===== src/rtl/wbuf_pkg.sv =====
`timescale 1ns/1ps
package wbuf_pkg;
    localparam int AW      = 10;
    localparam int WORD_W  = 32;
    localparam int WORDS   = 2;
    localparam int BLK_W   = WORD_W * WORDS;
    localparam int BLK_B   = BLK_W / 8;

    typedef logic [AW-1:0]    baddr_t;
    typedef logic [BLK_W-1:0] blk_t;
    typedef logic [BLK_B-1:0] ben_t;

    typedef struct packed {
        logic   vld;
        baddr_t addr;
        blk_t   data;
        ben_t   be;
    } slot_t;

    typedef enum logic [1:0] {RS_IDLE, RS_REQ, RS_WAIT} rstate_t;

    // Overlay the enabled bytes of upd onto base
    function automatic blk_t byte_merge(blk_t base, blk_t upd, ben_t sel);
        blk_t r;
        r = base;
        for (int b = 0; b < BLK_B; b++)
            if (sel[b]) r[b*8 +: 8] = upd[b*8 +: 8];
        return r;
    endfunction

    function automatic logic is_io(baddr_t a);
        return a[AW-1];
    endfunction
endpackage


===== src/rtl/wbuf_store.sv =====
`timescale 1ns/1ps
module wbuf_store
    import wbuf_pkg::*;
#(
    parameter int DEPTH = 4,
    localparam int PW = $clog2(DEPTH),
    localparam int CW = $clog2(DEPTH + 1)
) (
    input  logic                clk,
    input  logic                rst,
    input  logic                wr_valid,
    input  baddr_t              wr_addr,
    input  blk_t                wr_data,
    input  ben_t                wr_be,
    input  logic                drain_fire,
    output logic                wr_full,
    output slot_t               head_slot,
    output slot_t [DEPTH-1:0]   slots,
    output logic [PW-1:0]       head_idx
);
    slot_t [DEPTH-1:0] slot_q;
    logic [PW-1:0]     hd_q, tl_q;
    logic [CW-1:0]     cnt_q;
    logic              hit;
    logic [PW-1:0]     hit_idx;
    logic              do_merge, do_alloc;

    always_comb begin
        hit     = 1'b0;
        hit_idx = '0;
        for (int i = 0; i < DEPTH; i++) begin
            if (slot_q[i].vld && slot_q[i].addr == wr_addr && !is_io(wr_addr)
                && !(drain_fire && PW'(i) == hd_q)) begin
                hit     = 1'b1;
                hit_idx = PW'(i);
            end
        end
    end

    assign wr_full   = !hit && (cnt_q == CW'(DEPTH));
    assign do_merge  = wr_valid && hit;
    assign do_alloc  = wr_valid && !hit && (cnt_q != CW'(DEPTH));
    assign head_slot = slot_q[hd_q];
    assign slots     = slot_q;
    assign head_idx  = hd_q;

    always_ff @(posedge clk) begin
        if (rst) begin
            slot_q <= '0;
            hd_q   <= '0;
            tl_q   <= '0;
            cnt_q  <= '0;
        end else begin
            if (drain_fire) begin
                slot_q[hd_q].vld <= 1'b0;
                hd_q <= hd_q + 1'b1;
            end
            if (do_merge) begin
                slot_q[hit_idx].data <= byte_merge(slot_q[hit_idx].data, wr_data, wr_be);
                slot_q[hit_idx].be   <= slot_q[hit_idx].be | wr_be;
            end
            if (do_alloc) begin
                slot_q[tl_q] <= '{vld: 1'b1, addr: wr_addr, data: wr_data, be: wr_be};
                tl_q <= tl_q + 1'b1;
            end
            cnt_q <= cnt_q + CW'(do_alloc) - CW'(drain_fire);
        end
    end


    full_hold_chk: assert property (@(posedge clk) disable iff (rst)
        (wr_full && !drain_fire) |=> cnt_q == $past(cnt_q));


    drain_dec_chk: assert property (@(posedge clk) disable iff (rst)
        (drain_fire && !wr_valid) |=> cnt_q == $past(cnt_q) - 1'b1);


    io_alloc_chk: assert property (@(posedge clk) disable iff (rst)
        (wr_valid && !wr_full && is_io(wr_addr) && !drain_fire) |=> cnt_q == $past(cnt_q) + 1'b1);


    head_race_chk: assert property (@(posedge clk) disable iff (rst)
        (drain_fire && wr_valid && wr_addr == head_slot.addr && !is_io(wr_addr))
        |=> cnt_q == $past(cnt_q));
endmodule


===== src/rtl/wbuf_fwd.sv =====
`timescale 1ns/1ps
module wbuf_fwd
    import wbuf_pkg::*;
#(
    parameter int DEPTH = 4,
    localparam int PW = $clog2(DEPTH)
) (
    input  slot_t [DEPTH-1:0] slots,
    input  logic [PW-1:0]     head_idx,
    input  baddr_t            look_addr,
    output blk_t              fwd_data,
    output ben_t              fwd_be
);
    // Walk oldest to youngest so younger bytes win
    always_comb begin
        logic [PW-1:0] idx;
        fwd_data = '0;
        fwd_be   = '0;
        for (int k = 0; k < DEPTH; k++) begin
            idx = head_idx + PW'(k);
            if (slots[idx].vld && slots[idx].addr == look_addr) begin
                fwd_data = byte_merge(fwd_data, slots[idx].data, slots[idx].be);
                fwd_be   = fwd_be | slots[idx].be;
            end
        end
    end
endmodule


===== src/rtl/wbuf_rdctl.sv =====
`timescale 1ns/1ps
module wbuf_rdctl
    import wbuf_pkg::*;
(
    input  logic   clk,
    input  logic   rst,
    input  logic   rd_valid,
    input  baddr_t rd_addr,
    input  blk_t   fwd_data,
    input  ben_t   fwd_be,
    input  slot_t  head_slot,
    input  logic   mem_ready,
    input  logic   mem_rvalid,
    input  blk_t   mem_rdata,
    output logic   rd_ready,
    output logic   rd_resp_valid,
    output blk_t   rd_resp_data,
    output logic   mem_valid,
    output logic   mem_we,
    output baddr_t mem_addr,
    output blk_t   mem_wdata,
    output ben_t   mem_be,
    output logic   drain_fire
);
    rstate_t st_q;
    baddr_t  ra_q;
    blk_t    fd_q;
    ben_t    fb_q;

    assign rd_ready = (st_q == RS_IDLE);

    always_comb begin
        mem_valid = 1'b0;
        mem_we    = 1'b0;
        mem_addr  = ra_q;
        mem_wdata = '0;
        mem_be    = '0;
        case (st_q)
            RS_IDLE: begin
                mem_valid = head_slot.vld && !rd_valid;
                mem_we    = 1'b1;
                mem_addr  = head_slot.addr;
                mem_wdata = head_slot.data;
                mem_be    = head_slot.be;
            end
            RS_REQ:  mem_valid = 1'b1;
            default: mem_valid = 1'b0;
        endcase
    end

    assign drain_fire    = (st_q == RS_IDLE) && mem_valid && mem_ready;
    assign rd_resp_valid = (st_q == RS_WAIT) && mem_rvalid;
    assign rd_resp_data  = byte_merge(mem_rdata, fd_q, fb_q);

    always_ff @(posedge clk) begin
        if (rst) begin
            st_q <= RS_IDLE;
            ra_q <= '0;
            fd_q <= '0;
            fb_q <= '0;
        end else begin
            case (st_q)
                RS_IDLE: if (rd_valid) begin
                    st_q <= RS_REQ;
                    ra_q <= rd_addr;
                    fd_q <= fwd_data;
                    fb_q <= fwd_be;
                end
                RS_REQ:  if (mem_ready)  st_q <= RS_WAIT;
                RS_WAIT: if (mem_rvalid) st_q <= RS_IDLE;
                default: st_q <= RS_IDLE;
            endcase
        end
    end


    rd_issue_chk: assert property (@(posedge clk) disable iff (rst)
        (rd_valid && rd_ready) |=> (mem_valid && !mem_we && mem_addr == $past(rd_addr)));


    no_wr_in_read_chk: assert property (@(posedge clk) disable iff (rst)
        !rd_ready |-> !(mem_valid && mem_we));


    resp_once_chk: assert property (@(posedge clk) disable iff (rst)
        rd_resp_valid |=> rd_ready);
endmodule


===== src/rtl/merging_wbuf.sv =====
`timescale 1ns/1ps
module merging_wbuf
    import wbuf_pkg::*;
#(
    parameter int DEPTH = 4
) (
    input  logic              clk,
    input  logic              rst,
    input  logic              st_valid,
    input  logic [AW-1:0]     st_addr,
    input  logic [BLK_W-1:0]  st_data,
    input  logic [BLK_B-1:0]  st_be,
    output logic              st_full,
    input  logic              rd_valid,
    input  logic [AW-1:0]     rd_addr,
    output logic              rd_ready,
    output logic              rd_resp_valid,
    output logic [BLK_W-1:0]  rd_resp_data,
    output logic              mem_valid,
    output logic              mem_we,
    output logic [AW-1:0]     mem_addr,
    output logic [BLK_W-1:0]  mem_wdata,
    output logic [BLK_B-1:0]  mem_be,
    input  logic              mem_ready,
    input  logic              mem_rvalid,
    input  logic [BLK_W-1:0]  mem_rdata
);
    localparam int PW = $clog2(DEPTH);

    slot_t             head_slot;
    slot_t [DEPTH-1:0] slots;
    logic [PW-1:0]     head_idx;
    logic              drain_fire;
    blk_t              fwd_data;
    ben_t              fwd_be;

    wbuf_store #(.DEPTH(DEPTH)) u_store (
        .clk(clk), .rst(rst),
        .wr_valid(st_valid), .wr_addr(st_addr), .wr_data(st_data), .wr_be(st_be),
        .drain_fire(drain_fire), .wr_full(st_full),
        .head_slot(head_slot), .slots(slots), .head_idx(head_idx)
    );

    wbuf_fwd #(.DEPTH(DEPTH)) u_fwd (
        .slots(slots), .head_idx(head_idx), .look_addr(rd_addr),
        .fwd_data(fwd_data), .fwd_be(fwd_be)
    );

    wbuf_rdctl u_rdctl (
        .clk(clk), .rst(rst),
        .rd_valid(rd_valid), .rd_addr(rd_addr),
        .fwd_data(fwd_data), .fwd_be(fwd_be), .head_slot(head_slot),
        .mem_ready(mem_ready), .mem_rvalid(mem_rvalid), .mem_rdata(mem_rdata),
        .rd_ready(rd_ready), .rd_resp_valid(rd_resp_valid), .rd_resp_data(rd_resp_data),
        .mem_valid(mem_valid), .mem_we(mem_we), .mem_addr(mem_addr),
        .mem_wdata(mem_wdata), .mem_be(mem_be), .drain_fire(drain_fire)
    );


    reset_idle_chk: assert property (@(posedge clk) rst |=> (rd_ready && !mem_valid));
endmodule


===== config.mk =====
export PLATFORM = sky130hd
export DESIGN_NAME = merging_wbuf
export DESIGN_NICKNAME = d
export VERILOG_FILES = /design/src/rtl/wbuf_pkg.sv /design/src/rtl/wbuf_store.sv /design/src/rtl/wbuf_fwd.sv /design/src/rtl/wbuf_rdctl.sv /design/src/rtl/merging_wbuf.sv
export SDC_FILE = /design/constraint.sdc
export NUM_CORES = 2
export LEC_CHECK = 0
export BUFFER_PORTS_ARGS = -buffer_cell sky130_fd_sc_hd__buf_4
export CORE_MARGIN = 4
export CORE_UTILIZATION = 61
export CTS_BUF_LIST = sky130_fd_sc_hd__clkbuf_8 sky130_fd_sc_hd__clkbuf_16
export CTS_CLUSTER_DIAMETER = 120
export DETAILED_ROUTE_END_ITERATION = 7
export MAX_ROUTING_LAYER = met4
export PLACE_DENSITY = 0.81
export SYNTH_ARGS = -nofsm -noshare
export SYNTH_HDL_FRONTEND = slang
export SYNTH_SLANG_ARGS = --single-unit

===== constraint.sdc =====
create_clock -name clk -period 6.05 [get_ports clk]
set_clock_uncertainty 0.2 [all_clocks]
set_input_delay 1.21 -clock clk [delete_from_list [all_inputs] [get_ports clk]]
set_output_delay 1.21 -clock clk [all_outputs]
set_load 0.01 [all_outputs]

[Word level (Yosys, flattened, before mapping)]
Cells that the tools add are included.
Word-level totals
  input bits: 162
  word-level logic and storage cells: 217
  bits in registers: 423
  output and inout bits: 151
Cells by class
  multiplexer cells: 115
  magnitude comparators: 9
  reduce and logical (&&, ||, !) cells: 42
  eq/ne operators: 18
  add/sub/neg operators: 6
  bitwise logic cells: 4
Operators by type and width (count)
  two-way mux 332 bit: 5
  bitwise mux 332 bit: 4
  binary-select mux 83 bit (select 2 bit): 5
  demux 83 bit (select 2 bit): 4
  two-way mux 8 bit: 70
  two-way mux 83 bit: 6
  two-way mux 64 bit: 5
  two-way mux 72 bit: 2
  == test 10 bit: 8
  OR 8 bit: 4
  logical AND 1 bit: 31
  less-than comparator 2 x 3 -> 1 bit, second input constant: 6
  two-way mux 10 bit: 1
  two-way mux 2 bit: 5
  logical NOT 1 bit: 7
  greater-or-equal comparator 2 x 1 -> 1 bit, second input constant: 3
  two-way mux 1 bit: 6
  != test 2 bit, second input constant: 3
  one-hot mux 2 bit (3 select lines): 1
  adder 2 x 1 -> 2 bit, second input constant: 2
  adder 2 bit, second input constant: 2
  == test 2 bit, first input constant: 2
  logical NOT 2 bit: 2
  adder 3 x 1 -> 3 bit: 1
  other kinds (9): 9

[Logic depth before layout (Yosys ltp)]
  word-level depth: 23
  depth in mapped cells: 23
  depth with buffers taken out: 13

[Hierarchy]
A second synthesis with hierarchy kept.
Unflattened totals
  cell total of the unflattened synthesis: 4477
  area, all modules: 35469.0 um^2
Modules (own cells, without submodules)
  wbuf_store: seq. area each 6786.5 um^2, area each 19932.9 um^2, times used 1, cells an instance 2415
  wbuf_fwd: seq. area each 0.0 um^2, area each 10351.2 um^2, times used 1, cells an instance 1529
  wbuf_rdctl: seq. area each 1681.6 um^2, area each 5185.0 um^2, times used 1, cells an instance 533

[Least setup slack after synthesis]
No wires, ideal clock.
  path kind: reg2reg
  from: register u_store.hd_q[0], in the netlist u_store.head_idx[0]
  to: register u_rdctl.fd_q[18]
  buffers on the path: 12
  data required time: 5.734 ns
  period minus slack after synthesis: 5.205 ns
  cell stages (with the launch flop): 22
  setup slack: 0.845 ns
  data arrival time: 4.889 ns
  library setup time: 0.116 ns
  cells stage by stage: dfxtp_1 buf_6 buf_6 buf_4 buf_2 buf_4 buf_4 buf_2 buf_2 buf_2 inv_1 ha_1 buf_2 buf_2 mux2i_1 xnor2_1 o211ai_1 or3_1 a211oi_1 buf_1 mux2_2 a31o_2
Between the ends
  cells in the longest elaborated chain, start to end: 11
  elaborated cells on any way between the ends: 27
  those cells by class: add/sub: 3; eq/ne: 4; mux: 16; reduce/logical: 4
RTL lines
  from (decl): RTL line wbuf_store.sv:22  | logic [PW-1:0] hd_q, tl_q;
  from (signal assigned): RTL line wbuf_store.sv:56  | hd_q <= hd_q + 1'b1;
  parallel branches: the longest is 10 deep, another holds adder 2 x 1 -> 2 bit
  two-way mux 64 bit *: RTL line wbuf_fwd.sv:21  | if (slots[idx].vld && slots[idx].addr == look_addr) begin
  to (signal assigned): RTL line wbuf_rdctl.sv:66  | fd_q <= fwd_data;
  to (decl): RTL line wbuf_rdctl.sv:27  | blk_t fd_q;
Every way passes the cells marked *. The select of a mux whose other input is x is not followed.
A chain may end at the register's enable or synchronous reset.

[Worst setup path after layout]
  from: register u_store.hd_q[0], in the netlist u_store.head_idx[0]
  to: output st_full
Between the ends
  cells in the longest elaborated chain, start to end: 15
  elaborated cells on any way between the ends: 28
  those cells by class: eq/ne: 3; mux: 7; reduce/logical: 18
RTL lines
  binary-select mux 83 bit (select 2 bit): RTL line wbuf_store.sv:43  | assign head_slot = slot_q[hd_q];
  two-way mux 83 bit (not written as such): RTL line wbuf_store.sv:43
  logical AND 1 bit: RTL line wbuf_rdctl.sv:40  | mem_valid = head_slot.vld && !rd_valid;
  one-hot mux 1 bit (2 select lines): RTL line wbuf_rdctl.sv:38  | case (st_q)
  logical AND 1 bit (2 in a row): RTL line wbuf_rdctl.sv:51  | assign drain_fire = (st_q == RS_IDLE) && mem_valid && mem_ready;
  logical AND 1 bit: RTL line wbuf_store.sv:33  | && !(drain_fire && PW'(i) == hd_q)) begin
  logical NOT 1 bit: RTL line wbuf_store.sv:33
  logical AND 1 bit: RTL line wbuf_store.sv:33
  two-way mux 1 bit (3 in a row): RTL line wbuf_store.sv:32  | if (slot_q[i].vld && slot_q[i].addr == wr_addr && !is_io(wr_addr)
  two-way mux 1 bit *: RTL line wbuf_store.sv:32
  logical NOT 1 bit *: RTL line wbuf_store.sv:40  | assign wr_full = !hit && (cnt_q == CW'(DEPTH));
  logical AND 1 bit *: RTL line wbuf_store.sv:40
  to (decl): RTL line merging_wbuf.sv:13  | output logic st_full,
Mark *: on every way between the ends. The rest lies on a longest branch, timed or not. The select of a mux whose other input is x is not followed.

==> summary.txt <==
Run status
  – Status: complete, no violations

Clock network
  – CTS Sinks: about 420
  – Max Buffers Root-to-Sink: 3
  – Post-CTS Setup Repair Bufs: 0
  – H-tree lvl count: 2
  – Root Driver: clkbuf_16
  – Clk Latency, worst-skew pair: a little over 0.6 ns
  – Clock slew at reported path FFs: about 0.060 ns
  – CTS Hold Bufs: 0
  – CTS tree: done
  – Cts repair resizes: 0
  – Cts bufs inserted: 50

Worst setup path
  – CP max FO: 122
  – Crit-path slowest cell: nor4_1
  – Critical R2R Capture: u_rdctl.fd_q[6]
  – Critical path class: reg2out
  – Flop2flop setup slack: 1.29 ns
  – CP Launch Point: u_store.head_idx[0]
  – CP Data Required Time: roughly 4.6 ns
  – Reg-to-reg critical path startpoint: u_store.head_idx[1]
  – Crit start category: flip-flop
  – Critical Path Sink Type: output port
  – CP arrival: ~3.7 ns
  – Worst r2r path cells: 10
  – Crit-path cells: buf_12, ha_1, a41oi_1, and4_4, nor4_1, buf_4
  – Max stage delay on crit path: approximately 0.71 ns

Floorplan
  – Core area: approximately 52000 um2
  – Die H: about 240 um
  – Initial core utilization: 0.615
  – Total Die Area: roughly 57000 um2
  – I/O Pins: approximately 310
  – Number of cell rows: 84
  – Die Wd: ~240 um

Hold path
  – Hold Path End: u_rdctl.ra_q[4]
  – Hold_sp: u_rdctl.ra_q[4]
  – Worst hold stages: 2
  – Hold Path Class: reg2reg

Route
  – 1st-iter DRT viols: about 4400
  – Drt pass-1 iters: 7
  – Total wire length: 111 mm
  – Via/cell ratio: 6.93
  – Vias: ~33000
  – # DRC: 0
  – Routed Antenna Nets: 0
  – Wire per inst: around 23 um

Global route
  – Most Crowded Layer GR: met2
  – Global Route met2 Usage: 0.575
  – Global-route wire length before repair: 171 mm
  – Grt met3 use: 0.0580
  – Number of global-route vias before repair: 31000
  – Total track usage: 0.380
  – Gr ovfl total: 0
  – Maximum number of pins on one net before global-route repair: ~160
  – Antenna violations before repair: 1
  – Met1 Usage GRT: 0.499

Job
  – Max-cap violations: 0

Synthesis
  – Distinct cells, synth: between 70 and 80
  – Post-synthesis async set-or-reset flop share: 0
  – Post-Synth Adder-Cell Area: 0.00450
  – Mapped cell area: between 30000 and 40000 um2
  – Yosys warns: 0
  – EDFF count, synth: 0
  – Cell count after synthesis: just over 4000
  – Main flop type after synthesis: dfxtp_1
  – Largest family of logic cells by synthesized area: multiplexers
  – Mux contribution to synthesized area: 0.225
  – Sequential fraction of the synthesis area: 0.262
  – Compound-Gate Fraction of Synth Area: 0.219
  – Synth Area in XOR/XNOR: 0.0252
  – #FFs+latches synth: 423
  – Syn Nets: between 4000 and 5000
  – Simple-gate share of the synthesized area: 0.207
  – Syn_area_per_cell: between 7 and 8 um2

Layout
  – Most frequent cells in the layout: nand2_1 (545), nor2_1 (506), dfxtp_1 (421)
  – Nets: roughly 4300
  – Share of cells above drive strength 1: 0.231
  – Post-route cell area: approximately 36000 um2
  – Commonest non-fill, non-tap cell in the layout: nand2_1
  – Synthesis-to-layout area growth: 12.2%
  – FILL cells: between 4000 and 5000

STA
  – Final worst path period need: slightly above 5 ns
  – Max-slew violations: 0
  – Worst hold margin: 0.255 ns
  – Tightest Pin Transition: approximately 1.2 ns
  – Fmax: approximately 200 MHz
  – Final hold violation count: 0
  – Tcrit/Tclk final: 0.844
  – Final setup fails: 0
  – Setup TNS: 0 ns
  – Unrepaired setup endpoints after global routing: no
  – Slew headroom: 0.208

Placement
  – Port Buf Inserts: 312
  – Dpl cell area: approximately 35000 um2
  – DP HPWL: a little under 70 mm
  – RePlAce Congestion: ~0.94

Pwr
  – Max VDD drop: roughly 250 uV
  – Leakage: approximately 12 nW
  – PD cells: 257 nW/um2
[worst max-delay path: cells and delay by family (launching register included)]
kind / cells / cell delay [ns]
AO/OA/AOI/OAI: 1 / 0.18
adder cells (fa/ha/maj): 1 / 0.26
buffers and inverters: 2 / 0.89
flip-flops: 1 / 0.66
AND/OR/NAND/NOR: 2 / 1.09
[cell type report]
type | count | area, um2 | area share
antenna | 1 | 2.50 | 0.0000691
multi-input combinational | 3214 | 22100 | 0.611
tap | 688 | 861 | 0.0238
clock buffer | 60 | 1400 | 0.0387
timing repair buffer | 385 | 3020 | 0.0835
clock inverter | 28 | 254 | 0.00701
sequential | 423 | 8480 | 0.234
inverter | 22 | 86.3 | 0.00238
[stage by stage]
step / util / power, W / std cells / setup WS (ns)
global placement: 0.659 / 0.00606 / 4732 / 1.25
global route: 0.690 / 0.00964 / 4821 / 0.810
floorplan: - / 0.00521 / 4052 / 0.845
CTS: 0.690 / 0.00923 / 4820 / 1.09
finish: 0.690 / 0.00930 / 4821 / 0.942
detailed placement: 0.659 / 0.00613 / 4732 / 1.12
[registers in the layout, indices dropped and copies added, names as in the netlist]
register	flops
u_store.slots	332
u_store.cnt_q	3
u_store.tl_q	2
u_rdctl.ra_q	10
u_store.head_idx	2
u_rdctl.fb_q	8
u_rdctl.fd_q	64
u_rdctl.st_q	2
[kinds of logic after synthesis]
kind of cell / count (synthesis)
flip-flops: 423
multiplexers: 594
XOR/XNOR: 93
buffers and inverters: 415
AND/OR/NAND/NOR: 1493
adder cells (fa/ha/maj): 11
AO/OA/AOI/OAI: 1023
[worst max path at each step]
stage / end / slack [ns] / cells past startpoint
after floorplan: u_rdctl.fd_q[18] / 0.85 / 21
after global placement: u_store.slots[34] / 1.25 / 11
after detailed placement: u_store.slots[34] / 1.12 / 11
after CTS: st_full / 1.09 / 6
after global routing: st_full / 0.81 / 6
final: st_full / 0.94 / 6
[routing by layer]
metal  part of all wire  routed length [um]
met4              0.050                5600
met3               0.12               13200
met1               0.39               43200
met5                  0                   0
met2               0.44               49200
[Yosys cell counts (87+ instances only)]
library cell	instances	share of area
mux2i_1	259	0.080
nor3_1	162	0.025
nand2_1	548	0.064
a21oi_1	301	0.047
nor2b_1	117	0.023
o21ai_0	139	0.022
mux2_2	255	0.089
dfxtp_1	423	0.26
clkbuf_1	248	0.029
buf_2	87	0.013
nor2_1	508	0.059
a211oi_1	185	0.043
[power breakdown]
group          leakage (nW)  total (W)  internal (W)  switching [W]
combinational          8.13    0.00273       0.00118        0.00156
sequential             3.44    0.00344       0.00308       0.000358
clock                 0.838    0.00313       0.00181        0.00132
No activity file was read; power rests on OpenSTA's default activity.
